[config.mk]
export PLATFORM = sky130hd
export DESIGN_NAME = ea_gen
export DESIGN_NICKNAME = d
export VERILOG_FILES = /design/src/rtl/ea_pkg.sv /design/src/rtl/ea_fetch.sv /design/src/rtl/ea_base.sv /design/src/rtl/ea_segsel.sv /design/src/rtl/ea_gen.sv
export SDC_FILE = /design/constraint.sdc
export NUM_CORES = 1
export LEC_CHECK = 0
export BUFFER_PORTS_ARGS = -buffer_cell sky130_fd_sc_hd__buf_2
export CAP_MARGIN = 20
export CORE_MARGIN = 2
export CORE_UTILIZATION = 35
export DETAILED_ROUTE_END_ITERATION = 8
export GPL_ROUTABILITY_DRIVEN = 0
export PLACE_DENSITY = 0.6
export SYNTH_ARGS = -nofsm -noshare
export SYNTH_HDL_FRONTEND = slang
export SYNTH_SLANG_ARGS = --single-unit
[constraint.sdc]
create_clock -name clk -period 5.7 [get_ports clk]
set_input_delay 0.57 -clock clk [delete_from_list [all_inputs] [get_ports clk]]
set_output_delay 0.57 -clock clk [all_outputs]
set_load 0.02 [all_outputs]
[src/rtl/ea_pkg.sv]
package ea_pkg;
  typedef enum logic [1:0] {
    SEG_ES = 2'b00,
    SEG_CS = 2'b01,
    SEG_SS = 2'b10,
    SEG_DS = 2'b11
  } seg_e;

  typedef enum logic [1:0] {
    MD_NODISP = 2'b00,
    MD_DISP8  = 2'b01,
    MD_DISP16 = 2'b10,
    MD_REG    = 2'b11
  } mod_e;

  localparam logic [2:0] RM_DIRECT = 3'b110;
endpackage

[src/rtl/ea_fetch.sv]
module ea_fetch #(
  parameter int AW = 16
) (
  input  logic          clk,
  input  logic          rst,
  input  logic          in_valid,
  input  logic [7:0]    in_data,
  output logic          in_ready,
  output logic          go,
  output logic [1:0]    mod_q,
  output logic [2:0]    rm_q,
  output logic [AW-1:0] disp_q
);
  import ea_pkg::*;

  localparam int EXT = AW - 8;

  typedef enum logic [1:0] {F_MODE, F_LO, F_HI, F_CALC} fst_e;
  fst_e st;

  logic take;
  logic needs_disp;
  assign take     = in_valid && in_ready;
  assign in_ready = (st != F_CALC);
  assign go       = (st == F_CALC);

  // displacement is needed for 8/16-bit modes and the direct-address case
  assign needs_disp = (in_data[7:6] == MD_DISP8) || (in_data[7:6] == MD_DISP16) ||
                      ((in_data[7:6] == MD_NODISP) && (in_data[2:0] == RM_DIRECT));

  always_ff @(posedge clk) begin
    if (rst) begin
      st     <= F_MODE;
      mod_q  <= 2'b00;
      rm_q   <= 3'b000;
      disp_q <= '0;
    end else begin
      case (st)
        F_MODE: if (take) begin
          mod_q  <= in_data[7:6];
          rm_q   <= in_data[2:0];
          disp_q <= '0;
          st     <= needs_disp ? F_LO : F_CALC;
        end
        F_LO: if (take) begin
          if (mod_q == MD_DISP8) begin
            disp_q <= {{EXT{in_data[7]}}, in_data};
            st     <= F_CALC;
          end else begin
            disp_q[7:0] <= in_data;
            st          <= F_HI;
          end
        end
        F_HI: if (take) begin
          disp_q[15:8] <= in_data;
          st           <= F_CALC;
        end
        default: st <= F_MODE;
      endcase
    end
  end
endmodule

[src/rtl/ea_base.sv]
module ea_base #(
  parameter int AW = 16
) (
  input  logic [1:0]    mod_i,
  input  logic [2:0]    rm_i,
  input  logic [AW-1:0] bx,
  input  logic [AW-1:0] bp,
  input  logic [AW-1:0] si,
  input  logic [AW-1:0] di,
  input  logic [AW-1:0] disp,
  output logic [AW-1:0] ea,
  output logic          via_bp
);
  import ea_pkg::*;

  logic [AW-1:0] b1, b2;

  always_comb begin
    b1     = '0;
    b2     = '0;
    via_bp = 1'b0;
    case (rm_i)
      3'b000: begin b1 = bx; b2 = si; end
      3'b001: begin b1 = bx; b2 = di; end
      3'b010: begin b1 = bp; b2 = si; via_bp = 1'b1; end
      3'b011: begin b1 = bp; b2 = di; via_bp = 1'b1; end
      3'b100: b1 = si;
      3'b101: b1 = di;
      3'b110: if (mod_i != MD_NODISP) begin b1 = bp; via_bp = 1'b1; end
      default: b1 = bx;
    endcase
  end

  // natural truncation gives the modulo-2^AW wrap
  assign ea = b1 + b2 + disp;
endmodule

[src/rtl/ea_segsel.sv]
module ea_segsel (
  input  logic           via_bp,
  input  logic           ovr_valid,
  input  logic [1:0]     ovr_seg,
  input  logic           str_dst,
  output ea_pkg::seg_e   seg
);
  import ea_pkg::*;

  always_comb begin
    if (str_dst)        seg = SEG_ES;
    else if (ovr_valid) seg = seg_e'(ovr_seg);
    else if (via_bp)    seg = SEG_SS;
    else                seg = SEG_DS;
  end
endmodule

[src/rtl/ea_gen.sv]
module ea_gen #(
  parameter int AW = 16
) (
  input  logic          clk,
  input  logic          rst,
  input  logic          in_valid,
  input  logic [7:0]    in_data,
  output logic          in_ready,
  input  logic [AW-1:0] reg_bx,
  input  logic [AW-1:0] reg_bp,
  input  logic [AW-1:0] reg_si,
  input  logic [AW-1:0] reg_di,
  input  logic          ovr_valid,
  input  logic [1:0]    ovr_seg,
  input  logic          str_dst,
  output logic          out_done,
  output logic [AW-1:0] out_ea,
  output logic [1:0]    out_seg,
  output logic          out_is_reg,
  output logic [2:0]    out_reg
);
  import ea_pkg::*;

  logic          go;
  logic [1:0]    mod_q;
  logic [2:0]    rm_q;
  logic [AW-1:0] disp_q;
  logic [AW-1:0] sum;
  logic          via_bp;
  seg_e          seg_sel;

  ea_fetch #(.AW(AW)) u_fetch (
    .clk(clk), .rst(rst), .in_valid(in_valid), .in_data(in_data),
    .in_ready(in_ready), .go(go), .mod_q(mod_q), .rm_q(rm_q), .disp_q(disp_q)
  );

  ea_base #(.AW(AW)) u_base (
    .mod_i(mod_q), .rm_i(rm_q), .bx(reg_bx), .bp(reg_bp), .si(reg_si),
    .di(reg_di), .disp(disp_q), .ea(sum), .via_bp(via_bp)
  );

  ea_segsel u_seg (
    .via_bp(via_bp), .ovr_valid(ovr_valid), .ovr_seg(ovr_seg),
    .str_dst(str_dst), .seg(seg_sel)
  );

  always_ff @(posedge clk) begin
    if (rst) begin
      out_done   <= 1'b0;
      out_ea     <= '0;
      out_seg    <= SEG_DS;
      out_is_reg <= 1'b0;
      out_reg    <= 3'b000;
    end else begin
      out_done <= go;
      if (go) begin
        out_is_reg <= (mod_q == MD_REG);
        out_reg    <= rm_q;
        out_ea     <= (mod_q == MD_REG) ? '0 : sum;
        out_seg    <= seg_sel;
      end
    end
  end
endmodule

==> flow_summary.toml <==
[worst_setup_path]
worstSetupEndpointType = "flip-flop"
crit_slowest_cell = "dfxtp_1"
arrival_ps = 5010
worstPathMaxFanout = 23
path_buf_inv = 0
crit_required_ps = 5890
cp-start-kind = "flip-flop"
slowest_delay_ps = 900
cpLargestDelayFamily = "compound AO/OA/AOI/OAI gates"
crit_type = "reg -> reg"
critical_path.cell_chain = "nor2_1, a22o_1, a22oi_1, nand2_1, fa_1, ha_1, fa_1, a211oi_2, o31ai_1, a211oi_2, nor2_1, or4_1, a32o_1"

[cts]
cts_hold_buffers = 0
clock-sinks = 46
cts_inserted_buffers = 5
cts_setup_buffers = 0
clkTransAtPathRegs_ps = 90
htree_levels = 2
clock_path_buffers = 2
clockRootBuffer = "clkbuf_8"
cts_tree = "done"
clkLatencyLatePin_ps = 300
cts_resized = 0

[pwr]
power.density_nw_per_um2 = 453
leakagePower_nw = 1.97
ir_drop_uv = 227

[drt]
first_iter_violations = 216
vias_per_cell = 5.35
firstDrtPassIters = 5
vias = 3582
ant_nets = 0
routed_wl_mm = 11.0
drc = 0
wl_per_cell_um = 16.4

[outcome]
status = "completed"

[sta]
fin_skew_ps = 6.23
worst_pin_slew_ps = 1010
final_max_slew_viol_count = 0
finalHoldViolations = 0
slew_headroom = 0.323
max_freq_mhz = 207
setup_ws_ps = 879
finalSetupTns_ps = 0
setup_viol = 0
min_period_ps = 4820
min_period_over_period = 0.846
rsz0062_at_grt = "no"

[floorplan]
start_util = 0.357
fp.dieW_um = 106
ioPinCount = 103
core_um2 = 10200
dieHeight_um = 106
die-area_um2 = 11200
row_count = 37

[placement]
place_ws_ps = 915
hpwl_mm = 8.73
io_buffers = 102
placedCellCount = 661

[layout]
syn_to_final_growth_pct = 20.2
nFillCells = 1049
antenna_cells = 0
nets = 647
largest_registers = "out_ea: 16 flops, u_fetch.disp_q: 16 flops"
drive_gt1_frac = 0.255
fin_cells = 669

[run]
max_cap_violations = 0

[global_route]
grt_usage = 0.189
grt_pass1_vias = 3326
grt.overflow.total = 0
grt_max_degree = 46
grt_pass1_wl_mm = 16.8
antenna_found_initial = 0

[synth]
synth.distinct_cells = 47
synthesis.nets = 557
syn_area_um2 = 3630
async_flop_share = 0
synthCells = 443
yosysWarnings = 0
synth_seq_area_share = 0.253
synth_seq_cells = 46
synthFlopType = "dfxtp_1"
synth_edf_count = 0
syn_avg_cell_area_um2 = 8.20

[hold_path]
hold_class = "reg -> reg"
[logic make-up (layout without fill, tap and decap cells)]
| kind of cell | after synthesis | in the layout | share of synthesized area |
|---|---|---|---|
| AO/OA/AOI/OAI | 123 | 123 | 0.243 |
| adder cells (fa/ha/maj) | 35 | 35 | 0.154 |
| buffers and inverters | 37 | 127 | 0.0410 |
| multiplexers | 36 | 36 | 0.104 |
| flip-flops | 46 | 46 | 0.253 |
| XOR/XNOR | 12 | 12 | 0.0289 |
| AND/OR/NAND/NOR | 154 | 154 | 0.177 |
[cells in the final DEF, fill, tap and decap left out, types with 6 or more instances in the layout]
| master | Yosys | final |
|---|---|---|
| nor2_1 | 60 | 60 |
| dfxtp_1 | 46 | 46 |
| ha_1 | 19 | 19 |
| mux2_2 | 14 | 14 |
| nand3_1 | 8 | 8 |
| xnor2_1 | 8 | 8 |
| a21o_1 | 7 | 7 |
| nand2_1 | 65 | 65 |
| a22oi_1 | 32 | 32 |
| mux2i_1 | 22 | 22 |
| inv_1 | 11 | 11 |
| buf_4 | 0 | 6 |
| a21oi_1 | 33 | 33 |
| a22o_1 | 17 | 17 |
| buf_2 | 2 | 102 |
| fa_1 | 16 | 16 |
| o21ai_0 | 7 | 7 |
| clkbuf_8 | 0 | 6 |
[synthesized netlist by cell type (2+ instances only)]
cell type,n,share of area
nand2_1,65,0.067
a211oi_2,3,0.010
mux2i_1,22,0.061
dfxtp_1,46,0.25
o21a_1,2,0.0041
and2_1,3,0.0052
nor3_1,4,0.0055
xor2_1,4,0.0096
a211oi_1,5,0.010
inv_1,11,0.011
or2_2,2,0.0034
clkbuf_1,17,0.018
fa_1,16,0.088
nor2b_1,3,0.0052
a21oi_1,33,0.045
buf_2,2,0.0028
o31ai_1,5,0.010
nor2_1,60,0.062
a22oi_1,32,0.066
xnor2_1,8,0.019
ha_1,19,0.065
a22o_1,17,0.041
a21o_1,7,0.014
buf_1,5,0.0052
nand2b_1,2,0.0034
mux2_2,14,0.043
nand3_1,8,0.011
a31oi_1,2,0.0034
nand4_1,2,0.0034
o21ai_0,7,0.0096
[power by group]
group	internal, mW	switching [mW]	leakage, nW
logic	0.534	0.764	1.54
clock network	0.140	0.111	0.0573
registers	0.373	0.0553	0.373
[area by class of cell]
class                      count  area, µm²  share of cell area
tap                          136        170              0.0389
timing repair buffer         108        556               0.127
multi-input combinational    360       2560               0.587
sequential                    46        921               0.211
inverter                      12       45.0              0.0103
clock buffer                   6       82.6              0.0189
clock inverter                 1       30.0             0.00687
[per-stage QoR]
step                      area, µm²  hold slack (ps)   util  total power, mW
after floorplan                3630              432      -             1.39
after global placement         4250              448  0.417             1.70
after detailed placement       4250              451  0.417             1.71
after CTS                      4360              469  0.428             1.98
after global routing           4370              467  0.429             2.14
final                          4370              468  0.429             1.98
[layer usage]
metal / GRT usage / share of wire / up-vias / wire, µm
met5: 0 / 0 / - / 0
met4: 0.0310 / 0.0079 / 0 / 86
met3: 0.0270 / 0.050 / 10 / 548
met2: 0.338 / 0.50 / 108 / 5490
met1: 0.247 / 0.44 / 1700 / 4830
li1: - / - / 1764 / -
[worst min-delay path, stage by stage, from the launching register on]
cell	delay, ps
dfxtp_1	330
a21oi_1	60
o31ai_1	50
[worst paths after layout]
check / startpoint / end / slack, ps / depth (start not counted)
worst min-delay path: out_seg[1] / out_seg[1] / 470 / 2
worst max register to register: u_fetch.rm_q[1] / out_ea[15] / 880 / 13
worst min register to register: out_seg[1] / out_seg[1] / 470 / 2
worst max-delay path: u_fetch.rm_q[1] / out_ea[15] / 880 / 13
Note: power is estimated with default switching activity, not from simulation.
